**config.mk**
```make
export PLATFORM = sky130hd
export DESIGN_NAME = irq_distrib
export DESIGN_NICKNAME = d
export VERILOG_FILES = /design/src/rtl/irq_distrib_pkg.sv /design/src/rtl/irq_distrib_decode.sv /design/src/rtl/irq_distrib_regs.sv /design/src/rtl/irq_distrib_core_out.sv /design/src/rtl/irq_distrib.sv
export SDC_FILE = /design/constraint.sdc
export NUM_CORES = 1
export LEC_CHECK = 0
export ABC_AREA = 0
export ABC_CLOCK_PERIOD_IN_PS = 2500
export BUFFER_PORTS_ARGS = -buffer_cell sky130_fd_sc_hd__buf_2
export CORE_UTILIZATION = 37
export DETAILED_ROUTE_END_ITERATION = 8
export MAX_ROUTING_LAYER = met4
export PLACE_DENSITY_LB_ADDON = 0.12
export SYNTH_ARGS = -nofsm -noshare
export SYNTH_HDL_FRONTEND = slang
export SYNTH_HIERARCHICAL = 1
export SYNTH_SLANG_ARGS = --single-unit
```
**constraint.sdc**
```tcl
create_clock -name clk -period 2.5 [get_ports clk]
set_clock_uncertainty 0.2 [all_clocks]
set_input_delay 0.25 -clock clk [delete_from_list [all_inputs] [get_ports clk]]
set_output_delay 0.25 -clock clk [all_outputs]
set_load 0.01 [all_outputs]
```
**src/rtl/irq_distrib_pkg.sv**
```systemverilog
package irq_distrib_pkg;

  localparam int OFS_EN_CLR  = 32'h180;
  localparam int OFS_EN_SET  = 32'h184;
  localparam int OFS_ASG_CLR = 32'h188;
  localparam int OFS_ASG_SET = 32'h18C;
  localparam int OFS_CFG_ID  = 32'h1A0;
  localparam int CFG_SHIFT   = 18;
  localparam int IPI_W       = 3;
  localparam int LINE_SHIFT  = 2;

  typedef enum logic [2:0] {
    REG_NONE,
    REG_ROUTE,
    REG_EN_CLR,
    REG_EN_SET,
    REG_ASG_CLR,
    REG_ASG_SET,
    REG_CFG
  } reg_kind_e;

endpackage

```
**src/rtl/irq_distrib_decode.sv**
```systemverilog
module irq_distrib_decode
  import irq_distrib_pkg::*;
#(
  parameter int NL     = 16,
  parameter int ADDR_W = 9,
  localparam int IDX_W = (NL > 1) ? $clog2(NL) : 1
) (
  input  logic [ADDR_W-1:0] addr_i,
  output reg_kind_e         kind_o,
  output logic [IDX_W-1:0]  idx_o
);

  always_comb begin
    kind_o = REG_NONE;
    if (int'(addr_i) < NL) begin
      kind_o = REG_ROUTE;
    end else begin
      case (int'(addr_i))
        OFS_EN_CLR:  kind_o = REG_EN_CLR;
        OFS_EN_SET:  kind_o = REG_EN_SET;
        OFS_ASG_CLR: kind_o = REG_ASG_CLR;
        OFS_ASG_SET: kind_o = REG_ASG_SET;
        OFS_CFG_ID:  kind_o = REG_CFG;
        default:     kind_o = REG_NONE;
      endcase
    end
  end

  assign idx_o = addr_i[IDX_W-1:0];

endmodule

```
**src/rtl/irq_distrib_regs.sv**
```systemverilog
module irq_distrib_regs
  import irq_distrib_pkg::*;
#(
  parameter int NUM_CORES = 4,
  parameter int NL        = 16,
  localparam int IDX_W    = (NL > 1) ? $clog2(NL) : 1,
  localparam int CORE_W   = (NUM_CORES > 1) ? $clog2(NUM_CORES) : 1
) (
  input  logic                            clk,
  input  logic                            rst_n,
  input  logic                            wr_i,
  input  logic                            rd_i,
  input  reg_kind_e                       kind_i,
  input  logic [IDX_W-1:0]                idx_i,
  input  logic [31:0]                     wdata_i,
  input  logic [CORE_W-1:0]               core_i,
  output logic [NL-1:0]                   en_mask_o,
  output logic [NL-1:0]                   asg_mask_o,
  output logic [NL-1:0][NUM_CORES-1:0]    route_o,
  output logic [31:0]                     rdata_o
);

  localparam logic [NUM_CORES-1:0] ROUTE_RST = NUM_CORES'(1);
  localparam logic [31:0] CFG_BASE = 32'((NUM_CORES - 1) << CFG_SHIFT);

  logic [NL-1:0]                en_q, en_d, asg_q, asg_d;
  logic                         en_ce, asg_ce;
  logic [NL-1:0][NUM_CORES-1:0] route_q;
  logic [NL-1:0]                route_ce;
  logic [NL-1:0]                wbits;
  logic [31:0]                  rd_val, rdata_q;
  logic                         unused_wdata;

  assign wbits        = wdata_i[NL-1:0];
  assign unused_wdata = ^wdata_i;

  // Enable mask next state
  always_comb begin
    en_d  = en_q;
    en_ce = 1'b0;
    if (wr_i && kind_i == REG_EN_SET) begin
      en_d  = en_q | wbits;
      en_ce = 1'b1;
    end else if (wr_i && kind_i == REG_EN_CLR) begin
      en_d  = en_q & ~wbits;
      en_ce = 1'b1;
    end
  end

  // Assert mask next state
  always_comb begin
    asg_d  = asg_q;
    asg_ce = 1'b0;
    if (wr_i && kind_i == REG_ASG_SET) begin
      asg_d  = asg_q | wbits;
      asg_ce = 1'b1;
    end else if (wr_i && kind_i == REG_ASG_CLR) begin
      asg_d  = asg_q & ~wbits;
      asg_ce = 1'b1;
    end
  end

  // Per-line routing write enables
  for (genvar i = 0; i < NL; i++) begin : g_route_ce
    assign route_ce[i] = wr_i && (kind_i == REG_ROUTE) && (int'(idx_i) == i);
  end

  always_ff @(posedge clk or negedge rst_n) begin
    if (!rst_n) begin
      en_q  <= '1;
      asg_q <= '0;
    end else begin
      if (en_ce)  en_q  <= en_d;
      if (asg_ce) asg_q <= asg_d;
    end
  end

  always_ff @(posedge clk or negedge rst_n) begin
    if (!rst_n) begin
      for (int i = 0; i < NL; i++) route_q[i] <= ROUTE_RST;
    end else begin
      for (int i = 0; i < NL; i++) begin
        if (route_ce[i]) route_q[i] <= wdata_i[NUM_CORES-1:0];
      end
    end
  end

  // Read mux
  always_comb begin
    case (kind_i)
      REG_ROUTE:               rd_val = 32'(route_q[idx_i]);
      REG_EN_CLR, REG_EN_SET:  rd_val = 32'(en_q);
      REG_ASG_CLR, REG_ASG_SET: rd_val = 32'(asg_q);
      REG_CFG:                 rd_val = CFG_BASE | 32'(core_i);
      default:                 rd_val = '0;
    endcase
  end

  always_ff @(posedge clk or negedge rst_n) begin
    if (!rst_n) begin
      rdata_q <= '0;
    end else if (rd_i) begin
      rdata_q <= rd_val;
    end
  end

  assign en_mask_o  = en_q;
  assign asg_mask_o = asg_q;
  assign route_o    = route_q;
  assign rdata_o    = rdata_q;

endmodule

```
**src/rtl/irq_distrib_core_out.sv**
```systemverilog
module irq_distrib_core_out
  import irq_distrib_pkg::*;
#(
  parameter int NL     = 16,
  localparam int OUT_W = NL + LINE_SHIFT
) (
  input  logic             clk,
  input  logic             rst_n,
  input  logic [NL-1:0]    ext_state_i,
  input  logic [NL-1:0]    en_mask_i,
  input  logic [NL-1:0]    asg_mask_i,
  input  logic [NL-1:0]    route_i,
  input  logic [IPI_W-1:0] ipi_i,
  output logic [OUT_W-1:0] irq_o
);

  logic [NL-1:0]    line_act;
  logic [OUT_W-1:0] irq_d, irq_q;
  logic             irq_ce;

  always_comb begin
    line_act = ((ext_state_i & en_mask_i) | asg_mask_i) & route_i;
    irq_d    = {line_act, {LINE_SHIFT{1'b0}}} | OUT_W'(ipi_i);
    irq_ce   = (irq_d != irq_q);
  end

  always_ff @(posedge clk or negedge rst_n) begin
    if (!rst_n) begin
      irq_q <= '0;
    end else if (irq_ce) begin
      irq_q <= irq_d;
    end
  end

  assign irq_o = irq_q;

endmodule

```
**src/rtl/irq_distrib.sv**
```systemverilog
module irq_distrib
  import irq_distrib_pkg::*;
#(
  parameter int NUM_CORES = 4,
  parameter int NUM_EXT   = 15,
  parameter int ADDR_W    = 9,
  localparam int NL       = NUM_EXT + 1,
  localparam int OUT_W    = NL + LINE_SHIFT,
  localparam int IDX_W    = (NL > 1) ? $clog2(NL) : 1,
  localparam int CORE_W   = (NUM_CORES > 1) ? $clog2(NUM_CORES) : 1
) (
  input  logic                         clk,
  input  logic                         rst_n,
  input  logic [NUM_EXT-1:0]           ext_irq_i,
  input  logic [NUM_CORES*IPI_W-1:0]   ipi_i,
  input  logic                         bus_en_i,
  input  logic                         bus_we_i,
  input  logic [ADDR_W-1:0]            bus_addr_i,
  input  logic [31:0]                  bus_wdata_i,
  input  logic [CORE_W-1:0]            bus_core_i,
  output logic [31:0]                  bus_rdata_o,
  output logic [NUM_CORES*OUT_W-1:0]   core_irq_o
);

  logic                         wr_act, rd_act;
  reg_kind_e                    kind;
  logic [IDX_W-1:0]             idx;
  logic [NL-1:0]                en_mask, asg_mask, ext_state;
  logic [NL-1:0][NUM_CORES-1:0] route;
  logic [NUM_CORES*NL-1:0]      route_col_flat;

  assign wr_act    = bus_en_i & bus_we_i;
  assign rd_act    = bus_en_i & ~bus_we_i;
  assign ext_state = {ext_irq_i, 1'b0};

  irq_distrib_decode #(.NL(NL), .ADDR_W(ADDR_W)) u_decode (
    .addr_i (bus_addr_i),
    .kind_o (kind),
    .idx_o  (idx)
  );

  irq_distrib_regs #(.NUM_CORES(NUM_CORES), .NL(NL)) u_regs (
    .clk        (clk),
    .rst_n      (rst_n),
    .wr_i       (wr_act),
    .rd_i       (rd_act),
    .kind_i     (kind),
    .idx_i      (idx),
    .wdata_i    (bus_wdata_i),
    .core_i     (bus_core_i),
    .en_mask_o  (en_mask),
    .asg_mask_o (asg_mask),
    .route_o    (route),
    .rdata_o    (bus_rdata_o)
  );

  for (genvar c = 0; c < NUM_CORES; c++) begin : g_core
    for (genvar i = 0; i < NL; i++) begin : g_col
      assign route_col_flat[c*NL + i] = route[i][c];
    end

    irq_distrib_core_out #(.NL(NL)) u_out (
      .clk         (clk),
      .rst_n       (rst_n),
      .ext_state_i (ext_state),
      .en_mask_i   (en_mask),
      .asg_mask_i  (asg_mask),
      .route_i     (route_col_flat[c*NL +: NL]),
      .ipi_i       (ipi_i[c*IPI_W +: IPI_W]),
      .irq_o       (core_irq_o[c*OUT_W +: OUT_W])
    );
  end

endmodule

```
==> results by group <==
Outcome
  – Outcome: finished, final reports clean

Pwr
  – Switching pwr: approximately 1.5 mW
  – Internal power: between 4 and 5 mW
  – Worst vdd ir: roughly 0.00042 V
  – Leak Pwr: approximately 4.8 nW
  – Clock power frac: a little over two fifths
  – Combinational group share of total power: a little under 7%
  – Pwr dens: between 600 and 700 nW/um^2
  – Sw frac: between 20% and 30%
  – Seq pwr share: roughly 50%

GRT
  – First-pass GRT wire length: between 30 and 40 mm
  – Vias in the first global route: roughly 5.7k
  – GRT overflow: 0
  – Tot GR Track Use: approximately 20%
  – Largest net degree at the start of global routing: 61
  – Initial antenna violation count: 0

Floorplanning
  – Die Ht: around 150 um
  – Starting density of the core: a little under two fifths
  – Row Count: 53
  – Die Wd: 150 um
  – Core area: 21200 um^2
  – Die Area: roughly 22000 um^2
  – Num ports: ~180

Placed design
  – Pre-CTS WS: -0.0673 ns
  – Placed Cells: approximately 1.0k
  – Final GP Congestion: 0.811
  – Input/output buffers: 147
  – Post-DP HPWL: ~15 mm

Clock tree
  – Clock latency on the worst-skew pair: roughly 0.43 ns
  – CTS tree: built
  – Total CTS buffers: 17
  – Post-CTS Setup Bufs: 0
  – CTS root buf: clkbuf_16
  – CTS clock-pin slew for the worst setup and hold paths: about 0.07 ns
  – CTS H-tree lvls: 4
  – Max Root-Sink Buffers: 2
  – Clock Sinks: approximately 190

Final layout
  – Filler cell count: 1932
  – Fin util: 47.5%
  – Final Non-Filler Cells: approximately 1.1k
  – Number of inserted diodes: 0
  – Final nets: around 900
  – Area Growth Syn to Fin: 24.8%
  – Layout cell share with drive strength beyond 1: a little over two fifths

Yosys
  – Post-Synthesis Cells: between 600 and 700
  – Post-Synth Simple-Gate Area: about an eighth
  – Mux cell area share after synthesis: 19.4%
  – Synth top cells by count: 153 x dfrtp_1, 96 x mux2_2, 79 x a21oi_1, 63 x nor2b_1, 49 x nand2_1
  – Distinct cells, synth: 43
  – Synthesized flop and latch total: 185
  – Post-synth ARST share: 100%
  – Post-synth EDFFs: 0
  – Cell Area, Synth: slightly above 8000 um^2
  – Largest family of logic cells by synthesized area: multiplexers
  – XOR/XNOR Fraction of Synth Area: 0%
  – Most frequent cell after synthesis: dfrtp_1
  – Syn_area_per_cell: between 10 and 15 um^2
  – Synth area leaders: dfrtp_1 47%, mux2_2 13%, dfstp_2 10%
  – Post-synthesis compound-gate area fraction: 6.91%
  – Seq/Total Area, Yosys: ~58%
  – Synth top area share: 47.4%
  – Yosys top cell by area: dfrtp_1
  – Synthesis Warnings: 6
  – Synth Area in Adders: 0%
  – Post-synth top flop: dfrtp_1

Setup path
  – Critical path class: in2reg
  – R2R depth: 4
  – Critical Path Sink: u_regs/route_o[59]
  – Reg2reg start: u_regs/route_o[50]
  – Critical path depth: 8
  – Worst-path maximum fanout: 4
  – Buf+Inv Stages, Crit Path: 1
  – CP Launch Type: input pin
  – CP endpoint kind: flip-flop
  – Crit path DAT: ~2.2 ns
  – R2R Setup Slk: around 0.6 ns
  – Worst EP required: 2.61 ns
  – CP startpoint: bus_addr_i[0]
  – Cell Chain, Critical Path: buf_2 > and4bb_1 > a21oi_1 > nor4_4 > nand4bb_4 > nor3_1 > nand3_1 > mux2_2
  – Crit path largest cell delay: about 0.46 ns
  – Top Family by Delay on Critical Path: simple AND/OR/NAND/NOR gates
  – Critical Path Slowest Stage Cell: nor3_1
  – R2R Path End: u_regs/rdata_o[2]

Timing
  – RSZ-0062 raised after global routing: no
  – Tightest Pin Transition: between 0.5 and 0.6 ns
  – WHS: 0.106 ns
  – Max Freq: around 470 MHz
  – Final max-slew violation count: 0
  – Setup TNS: 0 ns
  – Slew headroom: 63.4%
  – Min Tclk post-route: 2.11 ns
  – Setup WS post-layout: between 0.3 and 0.4 ns
  – Hold Vio Cnt, Final: 0
  – Tcrit/Tclk final: approximately 84%
  – # setup viols final: 0

Routing
  – Initial DRC Count: approximately 280
  – Residual DRC: 0
  – DRT Wirelength: 20.9 mm
  – DR WL/cell: 18.7 um
  – Via count: around 5.5k
  – 1st-pass router iterations: 4
  – Post-DRT Antenna Nets: 0
  – Vias per inst: 4.94

Flow run
  – Max Cap Violations: 0

Hold path
  – Worst min-delay path category: in2async
-- worst register-to-register path, delay by kind of cell (launching register included) --
family	cells	cell delay [ns]
AND/OR/NAND/NOR	2	0.42
multiplexers	2	0.74
flip-flops	1	0.42
-- stage by stage --
step,instance area [um^2],total power [mW]
finish,10100,6.13
global route,10100,6.38
CTS,10100,6.21
detailed placement,9110,3.53
global placement,9110,3.52
floorplan,8140,3.33
-- cell type report --
| cell class | count | area [um^2] | area share, % |
|---|---|---|---|
| clock buffer | 20 | 457 | 4.53 |
| clock inverter | 12 | 113 | 1.12 |
| inverter | 3 | 11.3 | 0.112 |
| multi-input combinational | 410 | 3150 | 31.2 |
| sequential | 185 | 4670 | 46.3 |
| tap | 275 | 344 | 3.41 |
| timing repair buffer | 210 | 1340 | 13.3 |
-- per-layer routing --
metal / GRT usage (%) / vias up / wire, um
met2: 34.0 / 141 / 11000
met3: 2.87 / 19 / 896
met5: - / - / 0
met4: 7.88 / 0 / 350
li1: - / 2582 / -
met1: 23.8 / 2761 / 8670
-- logic make-up (layout without fill, tap and decap cells) --
logic type	count (synthesis)	after routing
AND/OR/NAND/NOR	170	170
AO/OA/AOI/OAI	101	101
flip-flops	185	185
multiplexers	121	121
other	2	18
buffers and inverters	60	245
-- power groups by stage --
stage	Combinational [mW]	Clock [mW]	Sequential, mW
floorplan	0.168	0	3.16
global placement	0.369	0	3.15
detailed placement	0.377	0	3.15
CTS	0.427	2.69	3.10
global route	0.461	2.82	3.10
finish	0.416	2.61	3.10
-- worst min path at each step --
stage	slack, ns	start	cells past startpoint	endpoint
floorplan	-0.25	rst_n	0	g_core[0].u_out/irq_o[0]
global placement	-0.02	rst_n	1	u_regs/rdata_o[5]
detailed placement	-0.01	rst_n	1	g_core[1].u_out/irq_o[7]
CTS	0.09	bus_core_i[1]	4	u_regs/rdata_o[1]
global route	0.11	bus_core_i[1]	4	u_regs/rdata_o[1]
finish	0.11	rst_n	2	u_regs/rdata_o[5]
-- repair_timing --
action | CTS | global route
hold buffers | 40 | 0
hold endpoints to repair | 229 | 0
resized for setup | 0 | 0
-- cell usage in the layout, fill, tap and decap left out, drive strengths merged, types with 7 or more instances in the layout --
| cell | n |
|---|---|
| buf | 170 |
| dfrtp | 153 |
| mux2 | 96 |
| a21oi | 79 |
| nor2b | 65 |
| nand2 | 50 |
| dlygate4sd3 | 40 |
| dfstp | 32 |
| nor2 | 28 |
| clkbuf | 20 |
| conb | 18 |
| a22oi | 16 |
| mux4 | 16 |
| mux2i | 9 |
| inv | 8 |
| nand3 | 7 |
(Power assumes the default switching activity.)
